## config.mk

```make
export PLATFORM = sky130hd
export DESIGN_NAME = conv_window_watch
export DESIGN_NICKNAME = d
export VERILOG_FILES = /design/src/rtl/cw_pkg.sv /design/src/rtl/cw_early.sv /design/src/rtl/cw_track.sv /design/src/rtl/cw_final.sv /design/src/rtl/cw_status.sv /design/src/rtl/conv_window_watch.sv
export SDC_FILE = /design/constraint.sdc
export NUM_CORES = 1
export LEC_CHECK = 0
export BUFFER_PORTS_ARGS = -buffer_cell sky130_fd_sc_hd__buf_2
export CAP_MARGIN = 20
export CELL_PAD_IN_SITES_DETAIL_PLACEMENT = 1
export CELL_PAD_IN_SITES_GLOBAL_PLACEMENT = 1
export CORE_MARGIN = 1.5
export CORE_UTILIZATION = 28
export DETAILED_ROUTE_END_ITERATION = 8
export HOLD_SLACK_MARGIN = 0.1
export PLACE_DENSITY = 0.78
export SLEW_MARGIN = 40
export SYNTH_ARGS = -nofsm -noshare
export SYNTH_HDL_FRONTEND = slang
export SYNTH_SLANG_ARGS = --single-unit
export TNS_END_PERCENT = 5
```

## constraint.sdc

```tcl
create_clock -name clk -period 1.9 [get_ports clk]
set_clock_uncertainty 0.15 [all_clocks]
set_input_delay 0.285 -clock clk [delete_from_list [all_inputs] [get_ports clk]]
set_output_delay 0.285 -clock clk [all_outputs]
set_load 0.02 [all_outputs]
```

## src/rtl/cw_pkg.sv

```systemverilog
package cw_pkg;
  localparam int RES_W = 8;
  localparam int NIB_W = RES_W / 2;

  typedef logic [RES_W-1:0] res_t;
  typedef logic [NIB_W-1:0] nib_t;

  // inclusive window test
  function automatic logic in_window(res_t v, res_t lo, res_t hi);
    return (v >= lo) && (v <= hi);
  endfunction

  // strict outside test
  function automatic logic out_window(res_t v, res_t lo, res_t hi);
    return (v < lo) || (v > hi);
  endfunction

  // early escape: nibble strictly beyond either limit's upper nibble
  function automatic logic nib_escapes(nib_t n, res_t lo, res_t hi);
    return (n > hi[RES_W-1 -: NIB_W]) || (n < lo[RES_W-1 -: NIB_W]);
  endfunction
endpackage

```

## src/rtl/cw_early.sv

```systemverilog
module cw_early
  import cw_pkg::*;
(
  input  logic clk,
  input  logic rst,
  input  logic part_valid,
  input  logic cfg_enable,
  input  logic cfg_outside,
  input  nib_t part_nibble,
  input  res_t cfg_lo,
  input  res_t cfg_hi,
  output logic early_fire
);
  logic escapes;

  always_comb begin
    escapes    = nib_escapes(part_nibble, cfg_lo, cfg_hi);
    early_fire = part_valid && cfg_enable && cfg_outside && escapes;
  end

  // early decisions exist only in outside mode
  assert_early_outside_only_R6: assert property (@(posedge clk) disable iff (rst)
    early_fire |-> cfg_outside);

  // a nibble tied to both limits' nibbles never decides early
  assert_equal_nibble_defers_R4: assert property (@(posedge clk) disable iff (rst)
    (part_nibble == cfg_hi[RES_W-1 -: NIB_W] && part_nibble == cfg_lo[RES_W-1 -: NIB_W])
      |-> !early_fire);
endmodule

```

## src/rtl/cw_track.sv

```systemverilog
module cw_track #(
  parameter int CH_W = 2
) (
  input  logic            clk,
  input  logic            rst,
  input  logic            part_valid,
  input  logic [CH_W-1:0] chan_in,
  input  logic            early_fire,
  output logic [CH_W-1:0] conv_ch,
  output logic            early_done
);
  always_ff @(posedge clk) begin
    if (rst) begin
      conv_ch    <= '0;
      early_done <= 1'b0;
    end else if (part_valid) begin
      conv_ch    <= chan_in;
      early_done <= early_fire;
    end
  end

  // channel held between partial strobes
  assert_channel_held_R10: assert property (@(posedge clk) disable iff (rst)
    !part_valid |=> $stable(conv_ch));
endmodule

```

## src/rtl/cw_final.sv

```systemverilog
module cw_final
  import cw_pkg::*;
(
  input  logic final_valid,
  input  logic cfg_enable,
  input  logic cfg_outside,
  input  logic early_done,
  input  res_t final_result,
  input  res_t cfg_lo,
  input  res_t cfg_hi,
  output logic final_fire
);
  logic hit;

  always_comb begin
    hit = cfg_outside ? out_window(final_result, cfg_lo, cfg_hi)
                      : in_window(final_result, cfg_lo, cfg_hi);
    final_fire = final_valid && cfg_enable && !early_done && hit;
  end
endmodule

```

## src/rtl/cw_status.sv

```systemverilog
module cw_status #(
  parameter int NUM_CH = 4
) (
  input  logic              clk,
  input  logic              rst,
  input  logic [NUM_CH-1:0] ev_vec,
  input  logic              flag_clr,
  input  logic [NUM_CH-1:0] flag_clr_mask,
  output logic [NUM_CH-1:0] flags_q
);
  logic [NUM_CH-1:0] clr_bits;

  always_comb clr_bits = flag_clr ? flag_clr_mask : '0;

  always_ff @(posedge clk) begin
    if (rst) flags_q <= '0;
    else     flags_q <= (flags_q & ~clr_bits) | ev_vec;
  end

  for (genvar i = 0; i < NUM_CH; i++) begin : g_chk
    assert_sticky_R8: assert property (@(posedge clk) disable iff (rst)
      (flags_q[i] && !clr_bits[i]) |=> flags_q[i]);
    assert_event_wins_R8: assert property (@(posedge clk) disable iff (rst)
      ev_vec[i] |=> flags_q[i]);
    assert_clear_works_R8: assert property (@(posedge clk) disable iff (rst)
      (clr_bits[i] && !ev_vec[i]) |=> !flags_q[i]);
  end
endmodule

```

## src/rtl/conv_window_watch.sv

```systemverilog
module conv_window_watch
  import cw_pkg::*;
#(
  parameter int NUM_CH = 4,
  localparam int CH_W = $clog2(NUM_CH)
) (
  input  logic              clk,
  input  logic              rst,
  input  logic              cfg_enable,
  input  logic              cfg_outside,
  input  logic [RES_W-1:0]  cfg_hi,
  input  logic [RES_W-1:0]  cfg_lo,
  input  logic [CH_W-1:0]   chan_in,
  input  logic              part_valid,
  input  logic [NIB_W-1:0]  part_nibble,
  input  logic              final_valid,
  input  logic [RES_W-1:0]  final_result,
  input  logic              flag_clr,
  input  logic [NUM_CH-1:0] flag_clr_mask,
  output logic [NUM_CH-1:0] flags,
  output logic              irq
);
  logic              early_fire;
  logic              final_fire;
  logic              early_done;
  logic [CH_W-1:0]   conv_ch;
  logic [NUM_CH-1:0] ev_vec;
  logic [NUM_CH-1:0] flags_q;

  cw_early u_early (
    .clk(clk), .rst(rst), .part_valid(part_valid), .cfg_enable(cfg_enable),
    .cfg_outside(cfg_outside), .part_nibble(part_nibble), .cfg_lo(cfg_lo),
    .cfg_hi(cfg_hi), .early_fire(early_fire)
  );

  cw_track #(.CH_W(CH_W)) u_track (
    .clk(clk), .rst(rst), .part_valid(part_valid), .chan_in(chan_in),
    .early_fire(early_fire), .conv_ch(conv_ch), .early_done(early_done)
  );

  cw_final u_final (
    .final_valid(final_valid), .cfg_enable(cfg_enable), .cfg_outside(cfg_outside),
    .early_done(early_done), .final_result(final_result), .cfg_lo(cfg_lo),
    .cfg_hi(cfg_hi), .final_fire(final_fire)
  );

  // route each decision to the proper channel
  for (genvar i = 0; i < NUM_CH; i++) begin : g_ev
    assign ev_vec[i] = (early_fire && chan_in == CH_W'(i)) ||
                       (final_fire && conv_ch == CH_W'(i));
  end

  cw_status #(.NUM_CH(NUM_CH)) u_status (
    .clk(clk), .rst(rst), .ev_vec(ev_vec), .flag_clr(flag_clr),
    .flag_clr_mask(flag_clr_mask), .flags_q(flags_q)
  );

  assign flags = flags_q;
  assign irq   = cfg_enable && (|flags_q);

  // one decision per cycle and per conversion
  assert_single_event_R5: assert property (@(posedge clk) disable iff (rst)
    $onehot0(ev_vec));
  assert_no_final_after_early_R5: assert property (@(posedge clk) disable iff (rst)
    (early_fire && !final_valid) |=> (final_valid && !part_valid) |-> !final_fire);
  assert_disabled_quiet_R7: assert property (@(posedge clk) disable iff (rst)
    !cfg_enable |-> (ev_vec == '0));
  assert_reset_clears_R11: assert property (@(posedge clk)
    rst |=> (flags == '0 && !irq));
endmodule

```

======== Yosys cells after proc, flatten, opt, wreduce, memory -nomap -nowiden ========
Cells that the tools add are included.
storage, ports and cells
  input port bits ......................... 41
  register bits after elaboration ......... 7
  output and inout bits ................... 5
  logic and storage cells ................. 46
operators by class
  bitwise operators ....................... 3
  mux-type cells .......................... 2
  equality and inequality tests ........... 6
  reductions and logical operators ........ 26
  order comparisons ....................... 6
operators by type and width
  operator              count
  $logic_and A1 B1 Y1   16
  $eq A2 B2 Y1 const B  4
  $ge A8 B8 Y1          1
  $gt A8 B8 Y1          1
  $le A8 B8 Y1          1
  $lt A8 B8 Y1          1
  $logic_or A1 B1 Y1    6
  $and A4 B4 Y4         1
  $eq A2 B1 Y1 const B  2
  $gt A4 B4 Y1          1
  $logic_not A2 Y1      2
  $lt A4 B4 Y1          1
  $mux W4               1
  $not A4 Y4            1
  $or A4 B4 Y4          1
  $reduce_or A4 Y1      1
  $logic_not A1 Y1      1
  $mux W1               1

======== Logic depth before layout (Yosys ltp) ========
  word-level depth ........................ 7
  mapped depth ............................ 9
  depth with buffers taken out ............ 9

======== Cells and area by module ========
A second synthesis with hierarchy kept.
unflattened totals
  cells, all modules ...................... 119
  area, all modules ....................... 924.6 um2
modules (own cells, without submodules)
  module             cells each  seq. area each (um2)  times used  area each (um2)
  cw_final           57          0.0                   1           422.9
  cw_early           25          0.0                   1           185.2
  cw_status          16          80.1                  1           145.1
  cw_track           9           60.1                  1           101.3
  conv_window_watch  12          0.0                   1           70.1

======== Worst setup path after synthesis ========
OpenSTA, ideal clock, no wires.
  path kind ............................... input -> register
  start ................................... input port cfg_hi[5]
  end ..................................... register u_status.flags_q[0]
  library setup time ...................... 0.122 ns
  stages on the path ...................... 9
  slack ................................... 0.059 ns
  required time ........................... 1.628 ns
  arrival time ............................ 1.568 ns
  buffers on the path ..................... 0
  cell sequence ........................... inv_1 ha_1 a21o_1 nand3_1 a21oi_1 a211o_1 a22o_4 nand2_1 a21oi_1
between the ends
  cells in the longest elaborated chain, start to end .. 7
RTL lines
  what                                                              RTL line                    source
  start: declaration                                                conv_window_watch.sv:11     input logic [RES_W-1:0] cfg_hi,
  $le A8 B8 Y1 / $gt A8 B8 Y1 (equally long branches)               cw_pkg.sv:10, cw_pkg.sv:15
  $logic_and A1 B1 Y1 / $logic_or A1 B1 Y1 (equally long branches)  cw_pkg.sv:10, cw_pkg.sv:15
  $mux W1                                                           cw_final.sv:16              hit = cfg_outside ? out_window(final_result, cfg_lo, cfg_hi)
  $logic_and A1 B1 Y1                                               cw_final.sv:18              final_fire = final_valid && cfg_enable && !early_done && hit;
  $logic_and A1 B1 Y1                                               conv_window_watch.sv:50     (final_fire && conv_ch == CH_W'(i));
  $logic_or A1 B1 Y1 *                                              conv_window_watch.sv:49     assign ev_vec[i] = (early_fire && chan_in == CH_W'(i)) ||
  $or A4 B4 Y4 *                                                    cw_status.sv:17             else flags_q <= (flags_q & ~clr_bits) | ev_vec;
  end signal: assignment                                            cw_status.sv:17
  end: declaration                                                  cw_status.sv:9              output logic [NUM_CH-1:0] flags_q
Every way passes the cells marked *; elsewhere a longest branch is shown, timed or not.
A chain may end at the register's enable or synchronous reset.

======== Final worst setup path ========
  start ................................... input port cfg_hi[1]
  end ..................................... register u_status.flags_q[0]
between the ends
  cells in the longest elaborated chain, start to end .. 7
RTL lines
  what                                                              RTL line
  $le A8 B8 Y1 / $gt A8 B8 Y1 (equally long branches)               cw_pkg.sv:10, cw_pkg.sv:15
  $logic_and A1 B1 Y1 / $logic_or A1 B1 Y1 (equally long branches)  cw_pkg.sv:10, cw_pkg.sv:15
  $mux W1 *                                                         cw_final.sv:16
  $logic_and A1 B1 Y1 *                                             cw_final.sv:18
  $logic_and A1 B1 Y1 *                                             conv_window_watch.sv:50
  $logic_or A1 B1 Y1 *                                              conv_window_watch.sv:49
  $or A4 B4 Y4 *                                                    cw_status.sv:17
Marks and branches as above.

==> flow_summary.json <==
{
  "ys_types": 28,
  "post_route_cells_drive_above_1_share": 0.379,
  "htree_levels": 1,
  "area_growth_pct": 44.7,
  "avgViaCountPerCell": 4.94,
  "synth_area_um2": 916,
  "grt_pass1_vias": 1185,
  "grt_max_degree": 8,
  "drc": 0,
  "track_usage": 0.177,
  "syn_inst": 117,
  "wire_per_inst_um": 13.3,
  "fin_crit_sh": 0.943,
  "rows": 20,
  "irDropWorstVdd_uv": 262,
  "fp.dieH_um": 60.2,
  "die-area_um2": 3620,
  "clk-insertion-delay-late_ns": 0.26,
  "numCtsBuffers": 3,
  "rsz0062_at_grt": "no",
  "p_leak_nw": 0.714,
  "hold_ws_ns": 0.153,
  "hold_buffers": 0,
  "yosysWarnings": 0,
  "clkTransAtPathRegs_ns": 0.05,
  "status": "finished, final reports clean",
  "fin_nets": 239,
  "combinationalPowerShare": 0.447,
  "crit_path_start_kind": "primary input",
  "timing.fmax_ghz": 0.558,
  "drt_first_pass_iters": 3,
  "p_sw_frac": 0.344,
  "drv_cap": 0,
  "hold_class": "primary input to register",
  "intPower_uw": 353,
  "cts_buffer_depth": 2,
  "synth-seq-area-share": 0.153,
  "cp-end-kind": "register",
  "antenna_found_initial": 0,
  "routabilityCongestion": 0.814,
  "finalSetupTns_ns": 0,
  "vias": 1078,
  "cp_max_fo": 4,
  "ant_nets": 0,
  "dr.first_iter.drc_count": 7,
  "worstMarginPinSlew_ns": 0.346,
  "dpl.hpwl_um": 2610,
  "finalHoldViolations": 0,
  "slew_headroom": 0.768,
  "cts_root_buf": "clkbuf_4",
  "p_sw_uw": 185,
  "arrival_ns": 1.78,
  "finalMaxSlewViolations": 0,
  "syn_area_per_cell_um2": 7.83,
  "syn-num-nets": 181,
  "p_per_area_nw_per_um2": 406,
  "antenna_cells": 0,
  "critPathKind": "primary input to register",
  "io_buffer_count": 45,
  "grt_pass1_wl_um": 4780,
  "required_ns": 1.89,
  "setup_viol": 0,
  "boundaryPins": 46,
  "n_fill_cell": 414,
  "core_um2": 3080,
  "drt_wl_total_um": 2900,
  "fp.dieW_um": 60.2,
  "layout_min_cycle_time_ns": 1.79,
  "start_util": 0.298,
  "clock-sinks": 7,
  "ys_ff_latch": 7,
  "cts_tree": "built",
  "grt_overflow": 0,
  "clkPwrFrac": 0.258,
  "pwr-share-seq": 0.296
}
-- worst max-delay path: stages --
cell,delay (ns)
buf_2,0.08
inv_1,0.03
ha_1,0.29
nor2b_1,0.13
o211ai_1,0.15
a211oi_1,0.12
a211o_1,0.26
a22o_4,0.27
nand2_1,0.08
a21oi_1,0.07
-- stage by stage --
stage               area [µm²]  utilization  power (mW)  setup WS, ns  std cells
global placement          1260        0.408       0.378        -0.133        214
finish                    1330        0.430       0.538         0.108        218
detailed placement        1260        0.408       0.396        -0.258        214
global route              1330        0.430       0.581       0.00646        218
CTS                       1280        0.417       0.536       0.00866        218
floorplan                  916            -       0.288        0.0594        117
-- Yosys cell counts (all sizes together) --
master / count / area [µm²]
mux2i: 2 / 20.0
and4: 1 / 8.76
dfxtp: 7 / 140
inv: 19 / 71.3
a22o: 1 / 17.5
a211o: 1 / 8.76
nor3: 3 / 15.0
o211ai: 2 / 15.0
o21bai: 1 / 7.51
nand3b: 1 / 7.51
o2111a: 1 / 11.3
a211oi: 2 / 15.0
nor2: 11 / 43.8
a41o: 1 / 10.0
ha: 23 / 288
nor2b: 2 / 12.5
o21ai: 4 / 20.0
nand3: 2 / 10.0
a21o: 1 / 7.51
a32oi: 4 / 35.0
nand2: 9 / 33.8
nand4: 3 / 25.0
o41a: 1 / 11.3
a21oi: 13 / 68.8
nand2b: 2 / 12.5
-- layer usage --
layer | routed length (µm) | vias to the layer above | GRT usage | share of wire
li1 | - | 541 | - | -
met1 | 1110 | 493 | 0.166 | 0.38
met2 | 1590 | 34 | 0.365 | 0.55
met3 | 116 | 10 | 0.0173 | 0.040
met4 | 78 | 0 | 0.0921 | 0.027
met5 | 0 | - | 0 | 0
-- flip-flops by register name, summed over array words and instances (netlist names) --
| name | count |
|---|---|
| u_track.early_done | 1 |
| u_status.flags_q | 4 |
| u_track.conv_ch | 2 |
-- worst paths after layout --
path | to | depth (start not counted) | start | slack, ns
hold reg to reg | u_track.conv_ch[0] | 2 | u_track.conv_ch[0] | 0.39
setup / recovery | u_status.flags_q[0] | 10 | cfg_hi[1] | 0.11
setup reg to reg | u_status.flags_q[0] | 4 | u_track.conv_ch[0] | 0.80
hold / removal | u_status.flags_q[1] | 2 | rst | 0.15
-- layout by cell type, fill, tap and decap left out, types with 3 or more instances in the layout --
cell type	n
buf_2	45
ha_1	21
inv_1	19
a21oi_1	11
nor2_1	10
nand2_1	9
buf_4	8
dfxtp_1	7
o21ai_0	4
a32oi_1	3
clkbuf_4	3
-- power by group through the flow --
stage | Combinational [mW] | Sequential (mW) | Clock, mW
floorplan | 0.123 | 0.164 | 0
global placement | 0.216 | 0.162 | 0
detailed placement | 0.234 | 0.162 | 0
CTS | 0.235 | 0.159 | 0.142
global route | 0.274 | 0.160 | 0.148
finish | 0.240 | 0.159 | 0.139
-- timing repair --
action / 4_1_cts / 5_1_grt
gates resized for setup: 0 / 6
setup buffers: 0 / 0
endpoints found under the setup margin: 0 / 4
-- logic make-up (layout without fill, tap and decap cells) --
kind of cell               after synthesis  in the layout  share of synthesized area
adders and majority gates               23             23                      0.314
AOI/OAI and AO/OA                       32             32                      0.249
and+or+nand+nor                         34             34                      0.184
DFF                                      7              7                      0.153
buffers and inverters                   19             76                     0.0779
muxes                                    2              2                     0.0219
-- area by class of cell --
type | instances | area, µm² | area share
Sequential cell | 7 | 140 | 0.106
Inverter | 19 | 71.3 | 0.0538
Timing Repair Buffer | 53 | 285 | 0.215
Tap cell | 44 | 55.1 | 0.0415
Clock buffer | 4 | 26.3 | 0.0198
Multi-Input combinational cell | 91 | 747 | 0.564
Power figures use the tool's default switching activity.
